## config.mk

```make
export PLATFORM = sky130hd
export DESIGN_NAME = bus_target_responder
export DESIGN_NICKNAME = d
export VERILOG_FILES = /design/src/rtl/tgt_pkg.sv /design/src/rtl/tgt_cmd_decode.sv /design/src/rtl/tgt_word_mem.sv /design/src/rtl/tgt_wr_track.sv /design/src/rtl/tgt_rd_seq.sv /design/src/rtl/bus_target_responder.sv
export SDC_FILE = /design/constraint.sdc
export NUM_CORES = 2
export LEC_CHECK = 0
export ABC_AREA = 1
export BUFFER_PORTS_ARGS = -buffer_cell sky130_fd_sc_hd__buf_2
export CORE_ASPECT_RATIO = 1.75
export CORE_MARGIN = 2
export CORE_UTILIZATION = 40
export CTS_CLUSTER_SIZE = 24
export DETAILED_ROUTE_END_ITERATION = 10
export PLACE_DENSITY = 0.57
export SYNTH_ARGS = -nofsm -noshare
export SYNTH_HDL_FRONTEND = slang
export SYNTH_HIERARCHICAL = 1
export SYNTH_SLANG_ARGS = --single-unit
```

## constraint.sdc

```tcl
create_clock -name clk -period 5.12 [get_ports clk]
set_clock_uncertainty 0.05 [all_clocks]
set_input_delay 1.024 -clock clk [delete_from_list [all_inputs] [get_ports clk]]
set_output_delay 1.024 -clock clk [all_outputs]
set_load 0.02 [all_outputs]
```

## src/rtl/tgt_pkg.sv

```systemverilog
package tgt_pkg;
  localparam int CMD_W  = 5;
  localparam int DATA_W = 32;
  localparam int BYTE_W = 7;  // largest span 64 bytes
  localparam int BEAT_W = 5;  // largest count 16 words

  typedef struct packed {
    logic              is_addr;
    logic              is_data;
    logic              is_write;
    logic [BEAT_W-1:0] words;
    logic              oversize;
  } tgt_req_t;

  function automatic logic [CMD_W-1:0] rsp_cmd(input logic more, input logic err);
    return {1'b1, more, 1'b0, err, 1'b0};
  endfunction
endpackage

```

## src/rtl/tgt_cmd_decode.sv

```systemverilog
module tgt_cmd_decode
  import tgt_pkg::*;
#(
  parameter int MAX_BYTES = 32
) (
  input  logic             vld_n,
  input  logic [CMD_W-1:0] cmd,
  output tgt_req_t         dec
);
  logic [BYTE_W-1:0] bytes;

  always_comb begin
    bytes = cmd[2] ? (BYTE_W'(8) << cmd[1:0])
                   : (BYTE_W'(cmd[1:0]) + BYTE_W'(1));
    dec.is_addr  = !vld_n && !cmd[4];
    dec.is_data  = !vld_n &&  cmd[4];
    dec.is_write = cmd[3];
    dec.words    = cmd[2] ? (BEAT_W'(2) << cmd[1:0]) : BEAT_W'(1);
    dec.oversize = bytes > BYTE_W'(MAX_BYTES);
  end
endmodule

```

## src/rtl/tgt_word_mem.sv

```systemverilog
module tgt_word_mem #(
  parameter int DW    = 32,
  parameter int DEPTH = 64,
  localparam int IW   = $clog2(DEPTH)
) (
  input  logic          clk,
  input  logic          we,
  input  logic [IW-1:0] waddr,
  input  logic [DW-1:0] wdata,
  input  logic [IW-1:0] raddr,
  output logic [DW-1:0] rdata
);
  logic [DW-1:0] word_q [DEPTH];

  // One enabled register per word; storage carries no reset.
  for (genvar w = 0; w < DEPTH; w++) begin : g_word
    logic word_en;
    assign word_en = we && (waddr == IW'(w));
    always_ff @(posedge clk) begin
      if (word_en) word_q[w] <= wdata;
    end
  end

  assign rdata = word_q[raddr];
endmodule

```

## src/rtl/tgt_wr_track.sv

```systemverilog
module tgt_wr_track
  import tgt_pkg::*;
#(
  parameter int IW = 6
) (
  input  logic              clk,
  input  logic              rst_n,
  input  logic              addr_go,
  input  logic              addr_wr,
  input  logic [BEAT_W-1:0] addr_words,
  input  logic [IW-1:0]     addr_base,
  input  logic              addr_inwin,
  input  logic              data_go,
  output logic              mem_we,
  output logic [IW-1:0]     mem_waddr,
  output logic              excess
);
  logic [BEAT_W-1:0] exp_q, exp_d;
  logic [BEAT_W-1:0] idx_q, idx_d;
  logic [IW-1:0]     base_q, base_d;
  logic              inwin_q, inwin_d;
  logic              upd_en;

  always_comb begin
    exp_d     = exp_q;
    idx_d     = idx_q;
    base_d    = base_q;
    inwin_d   = inwin_q;
    mem_we    = 1'b0;
    excess    = 1'b0;
    mem_waddr = base_q + IW'(idx_q);
    if (addr_go) begin
      exp_d   = addr_wr ? addr_words : '0;
      idx_d   = '0;
      base_d  = addr_base;
      inwin_d = addr_inwin;
    end else if (data_go) begin
      if (idx_q < exp_q) begin
        idx_d  = idx_q + BEAT_W'(1);
        mem_we = inwin_q;
      end else begin
        excess = 1'b1;
      end
    end
  end

  assign upd_en = addr_go || data_go;

  always_ff @(posedge clk or negedge rst_n) begin
    if (!rst_n) begin
      exp_q   <= '0;
      idx_q   <= '0;
      base_q  <= '0;
      inwin_q <= 1'b0;
    end else if (upd_en) begin
      exp_q   <= exp_d;
      idx_q   <= idx_d;
      base_q  <= base_d;
      inwin_q <= inwin_d;
    end
  end
endmodule

```

## src/rtl/tgt_rd_seq.sv

```systemverilog
module tgt_rd_seq
  import tgt_pkg::*;
#(
  parameter int DW = 32,
  parameter int IW = 6
) (
  input  logic              clk,
  input  logic              rst_n,
  input  logic              start,
  input  logic [BEAT_W-1:0] start_words,
  input  logic [IW-1:0]     start_base,
  input  logic              start_inwin,
  output logic [IW-1:0]     raddr,
  input  logic [DW-1:0]     rdata,
  output logic              busy,
  output logic              rsp_vld_n,
  output logic [CMD_W-1:0]  rsp_cmd_q,
  output logic [DW-1:0]     rsp_ad_q
);
  logic              busy_q, busy_d;
  logic [BEAT_W-1:0] idx_q, idx_d;
  logic [BEAT_W-1:0] cnt_q, cnt_d;
  logic [IW-1:0]     base_q, base_d;
  logic              inwin_q, inwin_d;
  logic              last;
  logic              vld_n_q, vld_n_d;
  logic [CMD_W-1:0]  cmd_d;
  logic [DW-1:0]     ad_d;
  logic              ctl_en, out_en;

  assign raddr = base_q + IW'(idx_q);
  assign last  = (idx_q == cnt_q - BEAT_W'(1));

  always_comb begin
    busy_d  = busy_q;
    idx_d   = idx_q;
    cnt_d   = cnt_q;
    base_d  = base_q;
    inwin_d = inwin_q;
    if (start) begin
      busy_d  = 1'b1;
      idx_d   = '0;
      cnt_d   = start_words;
      base_d  = start_base;
      inwin_d = start_inwin;
    end else if (busy_q) begin
      idx_d = idx_q + BEAT_W'(1);
      if (last) busy_d = 1'b0;
    end
  end

  always_comb begin
    vld_n_d = !busy_q;
    cmd_d   = busy_q ? rsp_cmd(!last, !inwin_q) : '0;
    ad_d    = (busy_q && inwin_q) ? rdata : '0;
  end

  assign ctl_en = start || busy_q;
  assign out_en = busy_q || !vld_n_q;

  always_ff @(posedge clk or negedge rst_n) begin
    if (!rst_n) begin
      busy_q  <= 1'b0;
      idx_q   <= '0;
      cnt_q   <= '0;
      base_q  <= '0;
      inwin_q <= 1'b0;
    end else if (ctl_en) begin
      busy_q  <= busy_d;
      idx_q   <= idx_d;
      cnt_q   <= cnt_d;
      base_q  <= base_d;
      inwin_q <= inwin_d;
    end
  end

  always_ff @(posedge clk or negedge rst_n) begin
    if (!rst_n) begin
      vld_n_q   <= 1'b1;
      rsp_cmd_q <= '0;
      rsp_ad_q  <= '0;
    end else if (out_en) begin
      vld_n_q   <= vld_n_d;
      rsp_cmd_q <= cmd_d;
      rsp_ad_q  <= ad_d;
    end
  end

  assign busy      = busy_q;
  assign rsp_vld_n = vld_n_q;
endmodule

```

## src/rtl/bus_target_responder.sv

```systemverilog
module bus_target_responder
  import tgt_pkg::*;
#(
  parameter int MEM_WORDS = 64,
  parameter int MAX_BYTES = 32,
  localparam int IW = $clog2(MEM_WORDS)
) (
  input  logic              clk,
  input  logic              rst_n,
  input  logic              ok_n_i,
  input  logic              req_vld_n_i,
  input  logic [CMD_W-1:0]  req_cmd_i,
  input  logic [DATA_W-1:0] req_ad_i,
  output logic              rsp_vld_n_o,
  output logic [CMD_W-1:0]  rsp_cmd_o,
  output logic [DATA_W-1:0] rsp_ad_o,
  output logic              proto_err_o
);
  tgt_req_t          dec;
  logic              ok_q;
  logic              busy;
  logic              addr_take, rd_start, wr_open;
  logic [IW-1:0]     addr_base;
  logic              addr_inwin;
  logic              mem_we, excess;
  logic [IW-1:0]     mem_waddr, mem_raddr;
  logic [DATA_W-1:0] mem_rdata;
  logic              err_q, err_d, err_set;

  tgt_cmd_decode #(.MAX_BYTES(MAX_BYTES)) u_dec (
    .vld_n (req_vld_n_i),
    .cmd   (req_cmd_i),
    .dec   (dec)
  );

  // Ready qualifier: sampled one edge ahead of the address cycle.
  always_ff @(posedge clk or negedge rst_n) begin
    if (!rst_n) ok_q <= 1'b0;
    else        ok_q <= !ok_n_i;
  end

  assign addr_base  = req_ad_i[IW+1:2];
  assign addr_inwin = (req_ad_i[DATA_W-1:IW+2] == '0);
  assign addr_take  = dec.is_addr && ok_q && !busy;
  assign wr_open    = dec.is_write && !dec.oversize;
  assign rd_start   = addr_take && !dec.is_write && !dec.oversize;

  tgt_wr_track #(.IW(IW)) u_wr (
    .clk        (clk),
    .rst_n      (rst_n),
    .addr_go    (addr_take),
    .addr_wr    (wr_open),
    .addr_words (dec.words),
    .addr_base  (addr_base),
    .addr_inwin (addr_inwin),
    .data_go    (dec.is_data),
    .mem_we     (mem_we),
    .mem_waddr  (mem_waddr),
    .excess     (excess)
  );

  tgt_word_mem #(.DW(DATA_W), .DEPTH(MEM_WORDS)) u_mem (
    .clk   (clk),
    .we    (mem_we),
    .waddr (mem_waddr),
    .wdata (req_ad_i),
    .raddr (mem_raddr),
    .rdata (mem_rdata)
  );

  tgt_rd_seq #(.DW(DATA_W), .IW(IW)) u_rd (
    .clk         (clk),
    .rst_n       (rst_n),
    .start       (rd_start),
    .start_words (dec.words),
    .start_base  (addr_base),
    .start_inwin (addr_inwin),
    .raddr       (mem_raddr),
    .rdata       (mem_rdata),
    .busy        (busy),
    .rsp_vld_n   (rsp_vld_n_o),
    .rsp_cmd_q   (rsp_cmd_o),
    .rsp_ad_q    (rsp_ad_o)
  );

  // Sticky error: oversize span, address cycle during a response, surplus data.
  assign err_set = (dec.is_addr && dec.oversize) || (dec.is_addr && busy) || excess;
  assign err_d   = err_q || err_set;

  always_ff @(posedge clk or negedge rst_n) begin
    if (!rst_n)       err_q <= 1'b0;
    else if (err_set) err_q <= err_d;
  end

  assign proto_err_o = err_q;
endmodule

```

Word-level counts from Yosys, hierarchy flattened:

Memory sizes are Yosys's and may differ from the RTL's.
Index checks and enable logic that the tools add are counted.

* bits in registers: 75
* RAM bits: 2048
* input port bits: 41
* output and inout port bits: 39
* memories: 1

* add/subtract/negate cells: 6
* $lt $le $gt $ge: 2
* eq/ne operators: 64
* shift-type cells: 2
* mux-type cells: 336
* reductions and logical operators: 161

Memory list
* u_mem.word_q: words 64, bits a word 32, read ports 1, clocked after memory_dff 0, wr ports 1, RTL line tgt_word_mem.sv:13 `logic [DW-1:0] word_q [DEPTH];`

Operators with widths (number)
* 32-bit two-way mux: 64
* 32-bit OR reduction: 63
* 6-bit two-way mux: 63
* 1-bit two-way mux: 200
* 6-bit == test (second input constant): 32
* 6-bit by 5-bit == test with 1-bit output (second input constant): 16
* 1-bit logical AND: 74
* 6-bit by 4-bit == test with 1-bit output (second input constant): 8
* 5-bit two-way mux: 8
* 6-bit by 3-bit == test with 1-bit output (second input constant): 4
* 24-bit zero test: 1
* 6-bit by 5-bit adder with 6-bit output: 2
* 6-bit by 2-bit == test with 1-bit output (second input constant): 2
* 5-bit by 1-bit adder with 5-bit output (second input constant): 2
* 1-bit zero test: 9
* 7-bit by 6-bit > comparator with 1-bit output (second input constant): 1
* 7-bit two-way mux: 1
* 4-bit by 2-bit left shift with 7-bit output (first input constant): 1
* 6-bit by 1-bit == test with 1-bit output (second input constant): 1
* 6-bit zero test: 1
* 1-bit logical OR: 6
* 2-bit AND reduction: 3
* 2-bit nonzero test: 3
* 5-bit == test: 1
* other kinds (5): 5

Longest topological paths before layout:

* depth in word-level cells: 72
* depth in mapped cells: 15
* gate-level depth less buffers: 11

By module:

Netlist, hierarchy kept.

By module, submodules not included
* tgt_word_mem: instances 1, cells an instance 6757, area each 82031.2 um^2, sequential area each 61499.0 um^2
* tgt_rd_seq: instances 1, cells an instance 234, area each 2457.4 um^2, sequential area each 1352.5 um^2
* tgt_wr_track: instances 1, cells an instance 126, area each 1049.8 um^2, sequential area each 425.4 um^2
* bus_target_responder: instances 1, cells an instance 33, area each 175.2 um^2, sequential area each 50.0 um^2
* tgt_cmd_decode: instances 1, cells an instance 25, area each 137.6 um^2, sequential area each 0.0 um^2

Worst setup path before layout:

OpenSTA, ideal clock, no wires.

* path type: in2reg
* start point: input port req_vld_n_i
* end point: memory u_mem.word_q[0][0], enable pin
* library setup time: 421 ps
* arrival time: 3675 ps
* data required time: 4649 ps
* path slack: 974 ps
* cell stages on the path: 10
* path buffers: 2
* cells stage by stage: nor2_1 > nand3_1 > inv_1 > buf_6 > inv_1 > nand2_1 > nor3_1 > nand3_1 > clkbuf_1 > nor2_1

* elaborated cells between the ends (all ways): 388

RTL lines
* from (decl): RTL line bus_target_responder.sv:11 `input logic req_vld_n_i,`
* 1-bit zero test: RTL line tgt_cmd_decode.sv:15 `dec.is_addr = !vld_n && !cmd[4];`
* 1-bit logical AND: RTL line tgt_cmd_decode.sv:15
* 1-bit logical AND (2 in a row): RTL line bus_target_responder.sv:44 `assign addr_take = dec.is_addr && ok_q && !busy;`
* via addr_take: RTL line bus_target_responder.sv:22 `logic addr_take, rd_start, wr_open;`
* 1-bit two-way mux: RTL line tgt_wr_track.sv:32 `if (addr_go) begin`
* via mem_we: RTL line bus_target_responder.sv:25 `logic mem_we, excess;`
* 1-bit logical AND: RTL line tgt_word_mem.sv:18 `assign word_en = we && (waddr == IW'(w));`
* via u_mem.g_word[0].word_en: RTL line tgt_word_mem.sv:17 `logic word_en;`
* 1-bit two-way mux: RTL line tgt_word_mem.sv:20 `if (word_en) word_q[w] <= wdata;`
* 1-bit two-way mux (not written as such): RTL line tgt_word_mem.sv:20
* 1-bit two-way mux (no source line) (63 in a row)
* to (decl): RTL line tgt_word_mem.sv:13

The timed path passes the listed nets, and every way through them passes these cells.

Final worst setup path:

* start point: register u_rd.idx_q[0]
* end point: register u_rd.rsp_ad_q[6]

* longest elaborated chain between the ends: 3

Ends and longest elaborated chain
* from (decl): RTL line tgt_rd_seq.sv:21 `logic [BEAT_W-1:0] idx_q, idx_d;`
* from (signal assigned): RTL line tgt_rd_seq.sv:70 `idx_q <= idx_d;`
* 6-bit by 5-bit adder with 6-bit output: RTL line tgt_rd_seq.sv:31 `assign raddr = base_q + IW'(idx_q);`
* via mem_raddr[1]: RTL line bus_target_responder.sv:26 `logic [IW-1:0] mem_waddr, mem_raddr;`
* memory 64 x 32 bit
* via mem_rdata[6]: RTL line bus_target_responder.sv:27 `logic [DATA_W-1:0] mem_rdata;`
* 32-bit two-way mux: RTL line tgt_rd_seq.sv:55 `ad_d = (busy_q && inwin_q) ? rdata : '0;`
* to (signal assigned): RTL line tgt_rd_seq.sv:81 `rsp_ad_q <= '0;`
* to (signal assigned): RTL line tgt_rd_seq.sv:85 `rsp_ad_q <= ad_d;`
* to (decl): RTL line tgt_rd_seq.sv:18 `output logic [DW-1:0] rsp_ad_q`

The timed path passes the listed nets, and every way through them passes these cells.
A chain may end at the register's enable or synchronous reset.

==> impl.org <==
** Global routing
- Entering global routing, the biggest net connects 204 pins.
- Initial antenna violation count :: 20
- Vias in the first global route :: 56.1k
- Global-route wire length before repair :: 400000 µm
- Summed over all layers, the global routing overflow is 0.
- Global routing used 25.1% of the available tracks.

** Worst setup path
- Arr. time, crit path :: 4.90 ns
- Endpoint of the most critical setup path :: u_rd/rsp_ad_q[6]$_DFFE_PN0P_
- In this run the worst setup path begins at u_rd/idx_q[0]$_DFFE_PN0P_.
- Worst flop-to-flop path endpoint :: u_rd/rsp_ad_q[6]$_DFFE_PN0P_
- Across all register-to-register paths, the minimum setup slack is 0.89 ns.
- The worst register-to-register path begins at u_rd/idx_q[0]$_DFFE_PN0P_.
- Required @ worst endpoint :: 5.79 ns
- The critical path is of the reg -> reg type.
- R2r worst-path depth :: 13
- Crit Path Max Fanout :: 65
- Kind of end point of the critical path :: register
- The worst setup path is launched from a register.

** Routing
- The detail route stage leaves a number of antenna-violating nets equal to 0.
- Per-cell routed wire length :: 27.4 µm
- The final route contains 57.8k vias.
- DRC :: 0
- Via density per instance :: 5.66
- The first TritonRoute pass finished after 6 iterations.
- Iter 0 DRT Violations :: 6359
- For this block, the routed nets add up to 280000 µm of wire.

** Die
- Initial Util :: 40.1%
- The floorplan has 225 rows.
- The die is 354 µm wide.
- The core region is 0.214 mm².
- Die Y :: 617 µm
- Boundary Pins :: 80
- Area enclosed by the die boundary :: 0.218 mm²

** Power and ir drop
- Ratio of total power to cell area :: 702 mW/mm²
- In this run the static leakage power is 0.0343 µW.
- IR Drop Worst-Case VDD :: 895 µV

** CTS
- Number of CTS-inserted buffers :: 185
- Post-CTS setup-driven buffer insertion count :: 0
- Clk sink count :: 2121
- Cts-stage hold buffer count :: 0
- Register clock-pin slew on the reported worst setup and hold paths :: 0.07 ns
- Once the clock tree was built, the resizer swapped 0 gates to a different size.
- No sink is reached through more buffers than the 4 on the longest clock path.
- For the worst-skew pair, the clock arrives at the later sink with an insertion delay of 0.83 ns.
- TritonCTS built the clock tree.
- H-tree depth :: 4
- The root buffer cell chosen for the clock tree is sky130_fd_sc_hd__clkbuf_16.

** STA
- Final setup TNS :: 0 ns
- In the finished design, the share of the clock period the worst path needs comes to 82.7%.
- Setup violations remaining at the end of the flow were counted as 0.
- Setup repair after global routing left no endpoint under its margin.
- Top achievable clock speed :: 0.236 GHz
- Tmin final :: 4.23 ns
- The final max-slew violation count came to 0.
- Final Hold Violating Endpoints :: 0
- Relative slew margins :: 9.00%
- Measured slew at the worst slew-check pin :: 1.36 ns

** Run status
- The run finished with clean final reports.

** Synth
- Area leader, netlist :: sky130_fd_sc_hd__edfxtp_1
- Flops & latches, synth :: 2121
- The cell area that synthesis handed to floorplanning was 0.0859 mm².
- Fraction of registers with async set or reset after synthesis :: 3.44%
- Top cell type's share of synthesized area :: 71.6%
- Average instance area after synthesis :: 12.0 µm²
- The cell count after synthesis came out at 7175.
- Fraction of the yosys area taken by sequential cells :: 73.8%
- The synthesized design contains 2048 enable-type register cells.
- Leading post-synthesis cells by cell area :: sky130_fd_sc_hd__edfxtp_1 (72%), sky130_fd_sc_hd__nand3_1 (11%), sky130_fd_sc_hd__nand2_1 (10%)
- Warnings, synthesis :: 6
- The most used flip-flop cell after synthesis is sky130_fd_sc_hd__edfxtp_1.
- Number of distinct library cells after synthesis :: 38

** Layout
- Post-Route Utilization :: 45.2%
- The final layout contains 7285 nets.
- Compared with the post-synthesis result, the final layout area differs by 12.8%.
- In the final layout, the share of cells above drive strength 1 is 9.26%.

** Placement
- HPWL reported at the end of detailed placement :: 164000 µm
- Buffers added on ports :: 77
- Weighted congestion reported at the end of routability-driven placement :: 0.849

** Flow run
- MaxCap Viol Count :: 0

** Min path
- Type of the worst min-delay path :: in -> async
-- registers in the layout, indices dropped and copies added, names as in the netlist --
register        flops
ok_q                1
proto_err_o         1
u_mem/word_q     2048
u_rd/base_q         6
u_rd/busy           1
u_rd/cnt_q          5
u_rd/idx_q          5
u_rd/inwin_q        1
u_rd/rsp_ad_q      32
u_rd/rsp_cmd_q      3
u_rd/rsp_vld_n      1
u_wr/base_q         6
u_wr/exp_q          5
u_wr/idx_q          5
u_wr/inwin_q        1
-- synthesized netlist by cell type (21+ instances only) --
| cell | instances |
|---|---|
| sky130_fd_sc_hd__nor2_1 | 101 |
| sky130_fd_sc_hd__buf_2 | 301 |
| sky130_fd_sc_hd__clkbuf_1 | 85 |
| sky130_fd_sc_hd__nand2_1 | 2390 |
| sky130_fd_sc_hd__nand3_1 | 1925 |
| sky130_fd_sc_hd__ha_1 | 21 |
| sky130_fd_sc_hd__dfrtp_1 | 72 |
| sky130_fd_sc_hd__buf_1 | 47 |
| sky130_fd_sc_hd__edfxtp_1 | 2048 |
| sky130_fd_sc_hd__a32o_1 | 32 |
| sky130_fd_sc_hd__inv_1 | 55 |
| sky130_fd_sc_hd__buf_4 | 22 |
-- per-stage QoR --
step	total power [µW]	instances	hold slack, ns	area [µm²]	worst slack (ns)
6_report	67900	10200	0.306	96800	0.886
5_1_grt	71100	10200	0.283	96800	0.865
4_1_cts	67900	10200	0.245	96800	0.964
3_5_place_dp	54000	9871	0.414	90900	0.960
3_3_place_gp	54100	9870	0.408	90900	0.958
2_1_floorplan	40600	7176	0.396	85900	0.974
-- kinds of logic (layout without fill, tap and decap cells) --
family	Yosys count	count (layout)	synth area share, %
simple gates	4431	4431	22.2
flops	2121	2121	73.8
buf+inv	528	717	2.98
compound gates	61	61	0.558
fa+ha+maj	23	23	0.353
xor+xnor	10	10	0.102
other cells	1	8	0.00437
-- metal layers --
metal | share of wire, % | global-route usage [%] | wire length, µm | vias to the layer above
li1 | - | - | - | 25500
met1 | 36 | 30.1 | 101000 | 29100
met2 | 51 | 44.6 | 144000 | 2603
met3 | 7.5 | 3.27 | 20900 | 622
met4 | 5.0 | 11.5 | 14000 | 12
met5 | 0.027 | 0 | 76 | -
-- where the power goes --
group	leakage, µW	internal (µW)	switching (µW)
logic	0.0121	9150	25500
registers	0.0194	19200	126
clock network	0.00287	7680	6270
-- final cells by class --
type	count	area, µm²
multi-input cells	4527	20600
repair buffers	327	3240
diodes	6	15.0
clock inverters	89	776
inverters	59	259
well taps	2837	3550
clock buffers	242	5080
fillers	19400	117000
flip-flops and latches	2121	63300
-- layout by cell type (no fill, tap or decap), types with 3 or more instances in the layout --
cell and instances:
sky130_fd_sc_hd__nand2_1 2390, sky130_fd_sc_hd__edfxtp_1 2048, sky130_fd_sc_hd__nand3_1 1921, sky130_fd_sc_hd__clkbuf_16 189, sky130_fd_sc_hd__buf_4 173, sky130_fd_sc_hd__buf_12 77, sky130_fd_sc_hd__buf_2 76, sky130_fd_sc_hd__dfrtp_1 70
sky130_fd_sc_hd__nor2_4 66, sky130_fd_sc_hd__inv_1 52, sky130_fd_sc_hd__clkbuf_1 38, sky130_fd_sc_hd__nor2_1 36, sky130_fd_sc_hd__clkinv_1 34, sky130_fd_sc_hd__clkinv_2 34, sky130_fd_sc_hd__a32o_1 32, sky130_fd_sc_hd__ha_1 20
sky130_fd_sc_hd__o21ai_0 16, sky130_fd_sc_hd__clkbuf_8 15, sky130_fd_sc_hd__bufinv_16 14, sky130_fd_sc_hd__diode_2 6, sky130_fd_sc_hd__clkinvlp_4 6, sky130_fd_sc_hd__a21oi_1 6, sky130_fd_sc_hd__nand3_2 5, sky130_fd_sc_hd__nand4_1 4
sky130_fd_sc_hd__xor2_1 4, sky130_fd_sc_hd__nand2_2 3, sky130_fd_sc_hd__xor2_4 3, sky130_fd_sc_hd__a31oi_1 3
-- worst min-delay path by stage --
| stage | cells past startpoint | endpoint |
|---|---|---|
| global placement | 2 | u_rd/rsp_cmd_q[4]$_DFFE_PN0P_ |
| detailed placement | 2 | u_rd/rsp_cmd_q[4]$_DFFE_PN0P_ |
| floorplan | 2 | u_rd/base_q[0]$_DFFE_PN0P_ |
| finish | 1 | proto_err_o$_DFFE_PN0P_ |
| CTS | 2 | ok_q$_DFF_PN0_ |
| global route | 2 | ok_q$_DFF_PN0_ |
-- worst max-delay path, stage by stage, from the launching register on --
cell and delay, ns:
sky130_fd_sc_hd__dfrtp_1 0.46, sky130_fd_sc_hd__ha_4 0.21, sky130_fd_sc_hd__fa_4 0.77, sky130_fd_sc_hd__inv_8 0.54
sky130_fd_sc_hd__buf_12 0.33, sky130_fd_sc_hd__buf_4 0.37, sky130_fd_sc_hd__nand3_1 0.11, sky130_fd_sc_hd__nand3_1 0.11
sky130_fd_sc_hd__nand3_1 0.14, sky130_fd_sc_hd__nand3_1 0.20, sky130_fd_sc_hd__nand2_1 0.16, sky130_fd_sc_hd__nand2_1 0.20
sky130_fd_sc_hd__nand2_1 0.09, sky130_fd_sc_hd__a32o_1 0.26
Power figures use the tool's default switching activity.
